===== config.mk =====
export PLATFORM = sky130hd
export DESIGN_NAME = wdog_top
export DESIGN_NICKNAME = d
export VERILOG_FILES = /design/src/rtl/wdog_pkg.sv /design/src/rtl/wdog_prescale.sv /design/src/rtl/wdog_count.sv /design/src/rtl/wdog_fault.sv /design/src/rtl/wdog_top.sv
export SDC_FILE = /design/constraint.sdc
export NUM_CORES = 1
export LEC_CHECK = 0
export BUFFER_PORTS_ARGS = -buffer_cell sky130_fd_sc_hd__buf_2
export CAP_MARGIN = 20
export CORE_MARGIN = 3
export CORE_UTILIZATION = 45
export DETAILED_ROUTE_END_ITERATION = 7
export PLACE_DENSITY = 0.69
export SETUP_SLACK_MARGIN = 0.15
export SLEW_MARGIN = 20
export SYNTH_ARGS = -nofsm -noshare
export SYNTH_HDL_FRONTEND = slang
export SYNTH_SLANG_ARGS = --single-unit

===== constraint.sdc =====
create_clock -name clk_i -period 3.3 [get_ports clk_i]
set_clock_uncertainty 0.2 [all_clocks]
set_input_delay 0.33 -clock clk_i [delete_from_list [all_inputs] [get_ports clk_i]]
set_output_delay 0.33 -clock clk_i [all_outputs]
set_load 0.005 [all_outputs]

===== src/rtl/wdog_pkg.sv =====
package wdog_pkg;
  localparam int CODE_W  = 4;
  localparam int ACT_W   = 3;
  localparam int ACT_SYS = 0;
  localparam int ACT_LOC = 1;
  localparam int ACT_BF  = 2;
endpackage


===== src/rtl/wdog_prescale.sv =====
module wdog_prescale #(
  parameter int CLK_PER_US = 200
) (
  input  logic clk_i,
  input  logic rst_ni,
  input  logic run_i,
  input  logic restart_i,
  output logic tick_o
);
  localparam int PRE_W = $clog2(CLK_PER_US + 1);
  localparam logic [PRE_W-1:0] LAST = PRE_W'(CLK_PER_US - 1);

  logic [PRE_W-1:0] pre_q;

  assign tick_o = run_i & ~restart_i & (pre_q == LAST);

  always_ff @(posedge clk_i or negedge rst_ni) begin
    if (!rst_ni)                  pre_q <= '0;
    else if (restart_i || !run_i) pre_q <= '0;
    else if (pre_q == LAST)       pre_q <= '0;
    else                          pre_q <= pre_q + 1'b1;
  end

  assert_pre_idle_R1: assert property (@(posedge clk_i) disable iff (!rst_ni)
    !run_i |=> pre_q == '0);
endmodule


===== src/rtl/wdog_count.sv =====
module wdog_count #(
  parameter int CNT_W = 26
) (
  input  logic             clk_i,
  input  logic             rst_ni,
  input  logic             run_i,
  input  logic             load_i,
  input  logic             tick_i,
  input  logic [CNT_W-1:0] period_i,
  output logic             expire_o
);
  logic [CNT_W-1:0] cnt_q;

  assign expire_o = tick_i & ~load_i & (cnt_q == CNT_W'(1));

  always_ff @(posedge clk_i or negedge rst_ni) begin
    if (!rst_ni)     cnt_q <= '0;
    else if (load_i) cnt_q <= period_i;
    else if (tick_i) cnt_q <= (cnt_q == CNT_W'(1)) ? period_i : cnt_q - 1'b1;
  end

  assert_cnt_live_R2: assert property (@(posedge clk_i) disable iff (!rst_ni)
    (run_i && !load_i) |-> cnt_q != '0);
endmodule


===== src/rtl/wdog_fault.sv =====
module wdog_fault
  import wdog_pkg::*;
#(
  parameter int RST_PULSE = 16
) (
  input  logic             clk_i,
  input  logic             rst_ni,
  input  logic             expire_i,
  input  logic [ACT_W-1:0] act_i,
  input  logic             clr_i,
  output logic [1:0]       rst_o,
  output logic             bf_o,
  output logic             timeout_o
);
  localparam int PW = $clog2(RST_PULSE + 1);
  localparam int LW = PW + 1;

  logic [ACT_W-1:0] fire;
  assign fire = {ACT_W{expire_i}} & act_i;

  for (genvar i = 0; i < 2; i++) begin : g_pulse
    logic [PW-1:0] cnt_q;
    logic [LW-1:0] hi_len;
    always_ff @(posedge clk_i or negedge rst_ni) begin
      if (!rst_ni)              cnt_q <= '0;
      else if (fire[i])         cnt_q <= PW'(RST_PULSE);
      else if (cnt_q != '0)     cnt_q <= cnt_q - 1'b1;
    end
    assign rst_o[i] = (cnt_q != '0);

    // high-time tracker for the pulse-width check
    always_ff @(posedge clk_i or negedge rst_ni) begin
      if (!rst_ni)                        hi_len <= '0;
      else if (!rst_o[i])                 hi_len <= '0;
      else if (hi_len != {LW{1'b1}})      hi_len <= hi_len + 1'b1;
    end
    assert_pulse_width_R7: assert property (@(posedge clk_i) disable iff (!rst_ni)
      $fell(rst_o[i]) |-> hi_len >= LW'(RST_PULSE));
  end

  always_ff @(posedge clk_i or negedge rst_ni) begin
    if (!rst_ni) begin
      bf_o      <= 1'b0;
      timeout_o <= 1'b0;
    end else begin
      if (fire[ACT_BF]) bf_o <= 1'b1;
      else if (clr_i)   bf_o <= 1'b0;
      if (expire_i)     timeout_o <= 1'b1;
      else if (clr_i)   timeout_o <= 1'b0;
    end
  end

  assert_bf_hold_R8: assert property (@(posedge clk_i) disable iff (!rst_ni)
    (bf_o && !clr_i) |=> bf_o);
  assert_status_sticky_R9: assert property (@(posedge clk_i) disable iff (!rst_ni)
    expire_i |=> timeout_o);
endmodule


===== src/rtl/wdog_top.sv =====
module wdog_top
  import wdog_pkg::*;
#(
  parameter int CLK_PER_US = 200,
  parameter int BASE_US    = 512,
  parameter int RST_PULSE  = 16
) (
  input  logic              clk_i,
  input  logic              rst_ni,
  input  logic              cfg_we_i,
  input  logic              cfg_en_i,
  input  logic [CODE_W-1:0] cfg_period_i,
  input  logic [ACT_W-1:0]  cfg_act_i,
  input  logic              kick_i,
  input  logic              sts_clr_i,
  output logic              sys_rst_o,
  output logic              loc_rst_o,
  output logic              board_fail_o,
  output logic              timeout_o
);
  localparam int CNT_W = $clog2(BASE_US + 1) + (1 << CODE_W);

  logic              en_q;
  logic [CODE_W-1:0] code_q;
  logic [ACT_W-1:0]  act_q;
  logic              run, restart, tick, expire;
  logic [CODE_W-1:0] code_sel;
  logic [CNT_W-1:0]  period;
  logic [1:0]        rst_pulse;

  always_ff @(posedge clk_i or negedge rst_ni) begin
    if (!rst_ni) begin
      en_q   <= 1'b0;
      code_q <= '0;
      act_q  <= '0;
    end else if (cfg_we_i) begin
      en_q   <= cfg_en_i;
      code_q <= cfg_period_i;
      act_q  <= cfg_act_i;
    end
  end

  // a config write suspends counting for its cycle; enabling writes also reload
  assign run      = en_q & ~cfg_we_i;
  assign restart  = cfg_we_i ? cfg_en_i : (kick_i & en_q);
  assign code_sel = cfg_we_i ? cfg_period_i : code_q;
  assign period   = CNT_W'(BASE_US) << code_sel;

  wdog_prescale #(.CLK_PER_US(CLK_PER_US)) u_pre (
    .clk_i, .rst_ni, .run_i(run), .restart_i(restart), .tick_o(tick)
  );

  wdog_count #(.CNT_W(CNT_W)) u_cnt (
    .clk_i, .rst_ni, .run_i(run), .load_i(restart), .tick_i(tick),
    .period_i(period), .expire_o(expire)
  );

  wdog_fault #(.RST_PULSE(RST_PULSE)) u_fault (
    .clk_i, .rst_ni, .expire_i(expire), .act_i(act_q), .clr_i(sts_clr_i),
    .rst_o(rst_pulse), .bf_o(board_fail_o), .timeout_o(timeout_o)
  );

  assign sys_rst_o = rst_pulse[0];
  assign loc_rst_o = rst_pulse[1];

  assert_no_expire_disarmed_R10: assert property (@(posedge clk_i) disable iff (!rst_ni)
    (!en_q || (cfg_we_i && !cfg_en_i)) |-> !expire);
  assert_kick_holds_status_R4: assert property (@(posedge clk_i) disable iff (!rst_ni)
    (kick_i && en_q && !cfg_we_i && !sts_clr_i) |=> $stable(timeout_o));
  assert_loc_selected_R6: assert property (@(posedge clk_i) disable iff (!rst_ni)
    $rose(loc_rst_o) |-> $past(act_q[ACT_LOC]));
  assert_sys_selected_R6: assert property (@(posedge clk_i) disable iff (!rst_ni)
    $rose(sys_rst_o) |-> $past(act_q[ACT_SYS]));
endmodule


Word level (Yosys, flattened, before mapping)

Index checks and enable logic that the tools add are counted.

Reductions and logical operators: 9
$add $sub $neg: 4
Bitwise gates (word level): 9
Muxes and demuxes: 14
Equal/unequal tests: 2
Shift operators: 1

Operators by type and width:

| kind                                                                   | count |
|---|---|
| 26-bit two-way mux                                                     | 3 |
| 26-bit by 1-bit equality test with 1-bit output, second input constant | 1 |
| 10-bit by 4-bit left shift with 26-bit output, first input constant    | 1 |
| 26-bit by 1-bit subtractor with 26-bit output, second input constant   | 1 |
| 5-bit two-way mux                                                      | 4 |
| 8-bit two-way mux                                                      | 2 |
| 2-bit nonzero test                                                     | 5 |
| 5-bit nonzero test                                                     | 2 |
| 5-bit by 1-bit subtractor with 5-bit output, second input constant     | 2 |
| 8-bit by 1-bit adder with 8-bit output, second input constant          | 1 |
| 8-bit equality test, second input constant                             | 1 |
| 1-bit bitwise AND                                                      | 6 |
| 1-bit two-way mux                                                      | 4 |
| 4-bit two-way mux                                                      | 1 |
| 3-bit bitwise AND                                                      | 1 |
| 1-bit NOT                                                              | 2 |
| 1-bit zero test                                                        | 1 |
| 1-bit logical OR                                                       | 1 |

Bits of input ports: 13
Logic and storage cells: 48
Output and inout bits: 4
Register bits: 54

Logic depth before layout (Yosys ltp)

Gate-level depths: netlist of run 1.

Depth after elaboration: 9
Mapped depth: 8
Mapped depth without buffers: 7

By module

A second synthesis of run 1 with hierarchy kept.

Cells, all modules: 389
Area total of the unflattened synthesis: 3530.9 sq um

Modules (own cells, without submodules):

| module        | area each (sq um) | times used | cells each |
|---|---|---|---|
| wdog_count    | 1920.6            | 1          | 236 |
| wdog_fault    | 614.3             | 1          | 57 |
| wdog_top      | 590.6             | 1          | 55 |
| wdog_prescale | 405.4             | 1          | 41 |

Worst setup path before layout of run 1

OpenSTA, ideal clock, no wires.

Path kind: reg-to-reg
Start point: reg u_cnt.cnt_q[18]
End point: reg u_cnt.cnt_q[8]
Slack: 726 ps
Buffers on the path: 2
Library setup time: 128 ps
Period minus slack after synthesis: 2574 ps
Stages on the path, launching flop included: 8
Data arrival time: 2247 ps
Path through: dfrtp_1 -> or4_4 -> or4_4 -> buf_6 -> or3_1 -> buf_6 -> a31oi_1 -> a21oi_1

Cells in the longest elaborated chain, start to end: 4

RTL lines:

| what                                            | RTL line         | text |
|---|---|---|
| from (decl)                                     | wdog_count.sv:12 | `logic [CNT_W-1:0] cnt_q;` |
| from (signal assigned)                          | wdog_count.sv:18 | `else if (load_i) cnt_q <= period_i;` |
| from (signal assigned)                          | wdog_count.sv:19 | `else if (tick_i) cnt_q <= (cnt_q == CNT_W'(1)) ? period_i : cnt_q - 1'b1;` |
| 26-bit by 1-bit equality test with 1-bit output | wdog_count.sv:19 |  |
| 26-bit two-way mux (2 in a row)                 | wdog_count.sv:19 |  |
| 26-bit two-way mux                              | wdog_count.sv:18 |  |

Every way passes these cells. The select of a mux whose other input is x is not followed.
A chain may end at the register's enable or synchronous reset.

Final worst setup path of run 1

Start point: reg u_cnt.cnt_q[19]
End point: reg u_cnt.cnt_q[15]

Same word-level chain as after synthesis.

==> results of run 1 <==
worst paths after layout:
| check | slack, ns | cells past startpoint | endpoint | start |
|---|---|---|---|---|
| setup / recovery | 0.44 | 6 | u_cnt.cnt_q[15] | u_cnt.cnt_q[19] |
| min in group asynchronous | 0.48 | 3 | u_pre.pre_q[1] | rst_ni |
| setup reg to reg | 0.44 | 6 | u_cnt.cnt_q[15] | u_cnt.cnt_q[19] |
| hold / removal | 0.02 | 2 | u_fault.bf_o | sts_clr_i |
| max in group asynchronous | 1.97 | 3 | u_cnt.cnt_q[22] | rst_ni |
| hold reg to reg | 0.31 | 1 | u_cnt.cnt_q[25] | u_cnt.cnt_q[25] |
placed cells by master (no fill, tap or decap), drive strengths merged, types with 3 or more instances in the layout:
cell type,n
a31oi,8
or4,5
o41ai,4
nor2,36
or3,13
o211ai,5
xor2,5
o31ai,4
nand3,15
and3,11
and2,3
a21oi,11
nor3,21
mux2,5
o21ai,13
nand2b,4
nor4b,6
o22ai,8
clkbuf,6
inv,19
nand4,4
dfrtp,54
nand2,24
nor3b,3
nor4,11
a221o,3
buf,29
o32ai,3
ha,7
a211oi,4
xnor2,7
worst max-delay path, delay by kind of cell, from the launching register on:
family                 cells  cell delay [ns]
flip-flops                 1             0.44
AO/OA/AOI/OAI              1             0.12
AND/OR/NAND/NOR            3             1.52
buffers and inverters      1             0.24
multiplexers               1             0.21
kinds of logic (layout without fill, tap and decap cells):
group           Yosys count  count (layout)  share of synthesized area
buf+inv                  36              57                    0.05093
xor+xnor                 12              12                    0.03193
compound gates           80              80                     0.1790
fa+ha+maj                 7               7                    0.02660
simple gates            164             164                     0.2778
mux                       7               7                    0.02318
flops                    54              54                     0.4105
stage by stage:
step / power (mW) / hold slack, ns / area [sq um] / cells
final: 1.555 / 0.02476 / 3620 / 477
after global routing: 1.636 / 0.02707 / 3620 / 477
after CTS: 1.560 / 0.02414 / 3613 / 477
after detailed placement: 1.117 / 0.2873 / 3493 / 468
after global placement: 1.112 / 0.2843 / 3493 / 468
after floorplan: 1.008 / -0.1656 / 3292 / 360
power groups by stage:
stage	Sequential (mW)	Clock, mW	Combinational (mW)
floorplan	0.777	0	0.231
global placement	0.794	0	0.317
detailed placement	0.796	0	0.320
CTS	0.784	0.453	0.322
global route	0.797	0.478	0.361
finish	0.788	0.442	0.326
cell type report:
class / instances / area, sq um / share of cell area
timing repair buffer: 30 / 187.7 / 0.05185
sequential: 54 / 1351 / 0.3733
clock inverter: 2 / 37.54 / 0.01037
clock buffer: 6 / 72.57 / 0.02005
tap: 96 / 120.1 / 0.03318
multi-input combinational: 270 / 1779 / 0.4915
inverter: 19 / 71.32 / 0.01970
routing by layer:
| metal | vias to the layer above | track usage | part of all wire |
|---|---|---|---|
| met5 | - | 0 | 0 |
| met4 | 0 | 0.06658 | 0.018 |
| met3 | 16 | 0.03148 | 0.048 |
| met1 | 1411 | 0.2762 | 0.46 |
| met2 | 94 | 0.3238 | 0.47 |
| li1 | 1395 | - | - |
sequential cells by signal, summed over array words and instances, names as in the netlist:
| register | count |
|---|---|
| u_fault.timeout_o | 1 |
| u_fault.bf_o | 1 |
| u_fault.g_pulse.cnt_q | 10 |
| u_pre.pre_q | 8 |
| en_q | 1 |
| code_q | 4 |
| act_q | 3 |
| u_cnt.cnt_q | 26 |
==> metrics.cfg, run 1 <==
[pwr]
p_leak_nw=1.588
peakVddDrop_mv=0.2105
p_seq_frac=0.506
swShare=0.3052
intPower_mw=1.081
power.density_mw_per_mm2=429.7
p_sw_mw=0.4747
power_frac_clock=0.284
p_comb_frac=0.210

[drt]
first_iter_violations=264
first_pass_iters=5
drc_errors=0
drt.antenna.violating_nets=0
wirelength_mm=8.100
num_vias=2916
viasPerCell=6.113
post_drt_wl_per_cell_microns=16.98

[placement]
place_congestion=0.9826
place_ws_ns=0.4535
numPortBuffers=16
hpwl_mm=5.738

[cts]
clkSinkCount=54
cts_setup_buffers=0
cts-htree-levels=2
cts-root-buf=clkbuf_8
cts_tree=yes
holdBufCountCts=1
cts_buffer_depth=2
clk_latency_ns=0.31
numCtsBuffers=5
clkTransAtPathRegs_ns=0.10
ctsResizeCount=0

[die]
die_w_microns=91.53
die-area_sq_mm=0.008378
core_area_sq_mm=0.006944
pin_count=17
die_h_microns=91.53
rows=30
start_util=0.4741

[yosys]
yosysWarnings=0
synth_seq_cells=54
synth_area_leaders=dfrtp_1 (41%), nor2_1 (3.9%), nor3_1 (2.9%)
yosysUniqueCellTypes=65
syn-num-nets=380
synth_top_area_cell=dfrtp_1
synth_ff_type=dfrtp_1
synth.top_cell.area_share=0.4105
ys_async_sr_fraction=1.000
synth_edf_count=0
yosysMostFrequentCell=dfrtp_1
netlist_area_sq_mm=0.003292
synth_common_cells=dfrtp_1 (54), nor2_1 (34), nand2_1 (23)
synth_cells=360
synth_area_per_cell_sq_um=9.144
ys_seq_area_frac=0.4105

[final_layout]
diodes=0
drive_above_1_share=0.1522
synthToLayoutAreaGrowth_pct=9.958
nNetsFinal=400
final_util=0.5213
fillers=637

[worst_setup_path]
crit_arrival_ns=2.84
startpoint_type=flip-flop
crit_fanout=10
cp_cell_sequence=or4_4, or4_4, nor3_4, buf_4, mux2i_1, o221ai_1
critPathKind=reg2reg
crit_top_cell=or4_4
end_kind=flip-flop
critPathMaxStageDelay_ns=0.56
required_ns=3.28
slowest_stage=or4_4

[timing]
fin_crit_ns=2.861
max-slew-margin-rel=0.3324
hold_viol=0
drv_slew=0
rsz0062_at_grt=no
setup_viol=0
fin_setup_tns_ns=0
tightest_slew_ns=0.9875
fin_crit_sh=0.8669
max_freq_mhz=349.5
setup_ws_ns=0.4391

[global_route]
grt_max_degree=55
gr-total-overflow=0
grt_pass1_wl_mm=13.77
track_usage=0.2015
antenna_found_initial=0
grt_pass1_vias=2822

[run_status]
status=finished clean

[worst_hold_path]
hold_path_class=in2reg

[flow_run]
maxCapViolCount=0

Power figures use the tool's default switching activity.
==> run 2, diff against run 1 <==
--- a/config.mk
+++ b/config.mk
@@ -11,6 +11,7 @@
 export CORE_UTILIZATION = 45
 export DETAILED_ROUTE_END_ITERATION = 7
 export PLACE_DENSITY = 0.69
+export REMOVE_ABC_BUFFERS = 1
 export SETUP_SLACK_MARGIN = 0.15
 export SLEW_MARGIN = 20
 export SYNTH_ARGS = -nofsm -noshare
==> run 2 against run 1 <==
Effect of this change:
- hold slack better by 0.012 ns
- flip-flop and latch count unchanged
- highest routed layer unchanged
- non-clock buffer count is 1 lower
- global-route usage rose by 0.50 points
- routed wire length about the same
- critical path type unchanged
==> metrics.cfg, run 2 (synthesis gave the netlist of run 1 again) <==
[final_layout]
postLayoutCellArea_sq_mm=0.003641
final_common_cell=dfrtp_1
final_cell_mix=dfrtp_1 (54), nor2_1 (34), nand2_1 (23)
reg_top3=u_cnt.cnt_q x26, u_fault.g_pulse.cnt_q x10, u_pre.pre_q x8
top_register=u_cnt.cnt_q
largest_reg_flops=26
diodes=0
final_util=0.5243
instances_no_fill=476
fillers=632
synthToLayoutAreaGrowth_pct=10.60
drive_above_1_share=0.1474
nNetsFinal=399

[timing]
max-slew-margin-rel=0.3086
max_freq_mhz=349.9
rsz0062_at_grt=no
fin_setup_tns_ns=0
timing.hold.ws_ns=0.03661
hold_viol=0
drv_slew=0
tightest_slew_ns=1.023
setup_ws_ns=0.4419
fin_crit_ns=2.858
setup_viol=0
fin_crit_sh=0.8661

[die]
die_h_microns=91.53
die-area_sq_mm=0.008378
rows=30
core_area_sq_mm=0.006944
die_w_microns=91.53
start_util=0.4741
pin_count=17

[worst_setup_path]
crit_arrival_ns=2.86
critPathKind=reg2reg
reg2regPathDepth=6
end_kind=flip-flop
startpoint_type=flip-flop
crit_fanout=9
required_ns=3.30

[pwr]
peakVddDrop_mv=0.2348
intPower_mw=1.172
p_leak_nw=1.601
swShare=0.2919
power.density_mw_per_mm2=454.6
power_frac_clock=0.336
p_sw_mw=0.4832
p_total_mw=1.655
p_comb_frac=0.191
p_seq_frac=0.473

[drt]
drt.antenna.violating_nets=0
num_vias=2930
drc_errors=0
viasPerCell=6.155
wirelength_mm=8.106
first_iter_violations=367
post_drt_wl_per_cell_microns=17.03
first_pass_iters=5

[cts]
clkSinkCount=54
numCtsBuffers=5
cts-root-buf=clkbuf_8
cts_tree=yes
clk_latency_ns=0.32
cts-htree-levels=2
cts_buffer_depth=2
clkTransAtPathRegs_ns=0.10
ctsResizeCount=0

[global_route]
grt_pass1_wl_mm=13.99
antenna_found_initial=0
grt_pass1_vias=2790
track_usage=0.2065
gr-total-overflow=0
grt_max_degree=30

[placement]
place_congestion=0.9233
dp.cells=466
numPortBuffers=16
place_area_sq_mm=0.003478
place_ws_ns=0.4893
hpwl_mm=5.753

[run_status]
status=finished clean

[flow_run]
maxCapViolCount=0

[worst_hold_path]
hold_path_depth=2
hold_path_class=in2reg

run 2: power groups by stage:
| stage | clock network (mW) | registers [mW] | logic [mW] |
|---|---|---|---|
| 6_report | 0.556 | 0.783 | 0.317 |
| 5_1_grt | 0.583 | 0.795 | 0.355 |
| 4_1_cts | 0.559 | 0.780 | 0.314 |
| 3_5_place_dp | 0 | 0.793 | 0.310 |
| 3_3_place_gp | 0 | 0.791 | 0.306 |
| 2_1_floorplan | 0 | 0.777 | 0.222 |
run 2: critical path, stage by stage (launching register included):
cell and delay (ns):
dfrtp_1 0.42, or4_4 0.58, or4_4 0.53, nor3_4 0.43
buf_4 0.25, a211oi_1 0.06, a221o_1 0.27
run 2: worst paths after layout:
path	start	endpoint	slack (ns)
worst max register to register	u_cnt.cnt_q[18]	u_cnt.cnt_q[16]	0.44
min in group asynchronous	rst_ni	u_cnt.cnt_q[13]	0.34
max in group asynchronous	rst_ni	u_cnt.cnt_q[20]	1.76
worst max-delay path	u_cnt.cnt_q[18]	u_cnt.cnt_q[16]	0.44
worst min-delay path	cfg_act_i[2]	act_q[2]	0.04
worst min register to register	u_cnt.cnt_q[25]	u_cnt.cnt_q[25]	0.31
run 2: routing by layer:
layer	vias to the layer above	GRT usage	part of all wire
met4	0	0.06156	0.019
li1	1391	-	-
met3	12	0.04225	0.063
met2	110	0.3244	0.46
met1	1417	0.2859	0.46
met5	-	0	0
run 2: what timing repair did:
item,CTS,global route
buffers inserted,0,0
hold buffers,2,0
endpoints found under the hold margin,26,0
run 2: area by class of cell:
cell class | instances | area [sq um] | area share
multi-input cells | 270 | 1773 | 0.4869
flip-flops and latches | 54 | 1351 | 0.3711
repair buffers | 29 | 182.7 | 0.05017
well taps | 96 | 120.1 | 0.03299
clock buffers | 6 | 82.58 | 0.02268
inverters | 19 | 71.32 | 0.01959
clock inverters | 2 | 60.06 | 0.01649
==> run 3, diff against run 2 <==
--- a/config.mk
+++ b/config.mk
@@ -7,13 +7,15 @@
 export LEC_CHECK = 0
 export BUFFER_PORTS_ARGS = -buffer_cell sky130_fd_sc_hd__buf_2
 export CAP_MARGIN = 20
+export CELL_PAD_IN_SITES_DETAIL_PLACEMENT = 1
+export CELL_PAD_IN_SITES_GLOBAL_PLACEMENT = 1
 export CORE_MARGIN = 3
 export CORE_UTILIZATION = 45
 export DETAILED_ROUTE_END_ITERATION = 7
-export PLACE_DENSITY = 0.69
+export PLACE_DENSITY = 0.84
 export REMOVE_ABC_BUFFERS = 1
 export SETUP_SLACK_MARGIN = 0.15
-export SLEW_MARGIN = 20
+export SLEW_MARGIN = 0
 export SYNTH_ARGS = -nofsm -noshare
 export SYNTH_HDL_FRONTEND = slang
 export SYNTH_SLANG_ARGS = --single-unit
==> run 3 against run 2 <==
Effect of this change:
- design area is 0.41% lower
- global-route usage increased by 3.4 points
- hold slack lost 0.013 ns
- flip-flop and latch count unchanged
- via count up 4.8%
- sequential power increased by 1%
- combinational power up 10%
- sequential share of layout area increased by 0.15 points
- register-to-register slack worse by 0.05 ns
==> metrics.cfg, run 3 (synthesis gave the netlist of run 1 again) <==
[run_status]
status=finished clean

[pwr]
peakVddDrop_mv=0.2787
p_seq_frac=0.494
p_total_mw=1.601
p_sw_mw=0.5184
power.density_mw_per_mm2=441.5
intPower_mw=1.083
swShare=0.3238
power_frac_clock=0.287
p_comb_frac=0.219
p_leak_nw=1.593

[drt]
num_vias=3072
first_pass_iters=5
post_drt_wl_per_cell_microns=20.15
drc_errors=0
viasPerCell=6.413
first_iter_violations=178
wirelength_mm=9.650
drt.antenna.violating_nets=0

[cts]
clkTransAtPathRegs_ns=0.10
cts_buffer_depth=2
ctsResizeCount=0
cts-root-buf=clkbuf_8
numCtsBuffers=5
clkSinkCount=54
cts_tree=yes
clk_latency_ns=0.32
cts-htree-levels=2

[timing]
timing.hold.ws_ns=0.02397
fin_crit_sh=0.8812
setup_viol=0
fin_crit_ns=2.908
drv_slew=0
fin_setup_tns_ns=0
rsz0062_at_grt=no
tightest_slew_ns=0.7575
max-slew-margin-rel=0.4820
max_freq_mhz=343.9
hold_viol=0

[placement]
place_congestion=0.8572
hpwl_mm=6.905
numPortBuffers=16

[global_route]
grt_max_degree=29
grt_pass1_wl_mm=16.20
antenna_found_initial=0
grt_pass1_vias=3149
gr-total-overflow=0
track_usage=0.2408

[final_layout]
nNetsFinal=402
synthToLayoutAreaGrowth_pct=10.15
final_cell_mix=dfrtp_1 (54), nor2_1 (34), nand2_1 (23)
drive_above_1_share=0.1540
top_register=u_cnt.cnt_q
largest_reg_flops=26
reg_top3=u_cnt.cnt_q x26, u_fault.g_pulse.cnt_q x10, u_pre.pre_q x8
fillers=824
diodes=0
final_common_cell=dfrtp_1

[worst_setup_path]
critPathKind=reg2reg
crit_arrival_ns=2.91
required_ns=3.30
end_kind=flip-flop
crit_fanout=9
startpoint_type=flip-flop

[flow_run]
maxCapViolCount=0

[die]
pin_count=17
die_w_microns=91.53
core_area_sq_mm=0.006944
die_h_microns=91.53
start_util=0.4741
die-area_sq_mm=0.008378
rows=30

[worst_hold_path]
hold_path_class=in2reg

==> run 3: cell types whose count changed in the layout (fill, tap and decap cells not counted), sizes merged <==
cell         change
dlygate4sd3      -1
bufinv           -1
clkinvlp         +1
clkbuf           +1
buf              +3
==> run 3: power groups by stage <==
stage / combinational (mW) / clock (mW) / sequential [mW]
floorplan: 0.222 / 0 / 0.777
global placement: 0.316 / 0 / 0.791
detailed placement: 0.337 / 0 / 0.799
CTS: 0.344 / 0.472 / 0.787
global route: 0.382 / 0.494 / 0.802
finish: 0.350 / 0.460 / 0.791
==> run 3: timing repair <==
action,in CTS,in global routing
hold buffers,1,0
endpoints found under the hold margin,16,0
setup buffers,0,0
endpoints found under the setup margin,0,0
==> run 3: per-layer routing <==
layer,GRT usage,vias up,part of all wire
met4,0.08920,0,0.025
met2,0.3956,90,0.49
li1,-,1387,-
met5,0,-,0
met3,0.03811,24,0.045
met1,0.3188,1571,0.44
==> run 3: final timing paths <==
check,start,endpoint,slack (ns),cells after the start
worst min-delay path,sts_clr_i,u_fault.timeout_o,0.02,2
min in group asynchronous,rst_ni,u_pre.pre_q[6],0.22,2
max in group asynchronous,rst_ni,u_cnt.cnt_q[8],2.03,3
worst min register to register,u_cnt.cnt_q[25],u_cnt.cnt_q[25],0.31,1
worst max register to register,u_cnt.cnt_q[18],u_cnt.cnt_q[16],0.39,6
worst max-delay path,u_cnt.cnt_q[18],u_cnt.cnt_q[16],0.39,6
==> run 3: worst max-delay path, stage by stage (launching register included) <==
cell	delay, ns
dfrtp_1	0.45
or4_4	0.60
or4_4	0.53
nor3_4	0.42
buf_4	0.26
a211oi_1	0.07
a221o_1	0.28
==> run 3: cell type report <==
class                      instances  area (sq um)  area share
clock buffer                       6         72.57     0.02001
clock inverter                     2         37.54     0.01035
inverter                          19         71.32     0.01967
multi-input combinational        270          1773      0.4890
sequential                        54          1351      0.3727
tap                               96         120.1     0.03313
timing repair buffer              32         200.2     0.05521
==> run 3: stage by stage <==
| step | util | cell area, sq um | cells | worst slack, ns |
|---|---|---|---|---|
| after floorplan | - | 3196 | 343 | 0.6005 |
| after global placement | 0.5041 | 3501 | 469 | 0.5203 |
| after detailed placement | 0.5041 | 3501 | 469 | 0.4473 |
| after CTS | 0.5214 | 3621 | 478 | 0.4064 |
| after global routing | 0.5222 | 3626 | 479 | 0.3064 |
| final | 0.5222 | 3626 | 479 | 0.3922 |
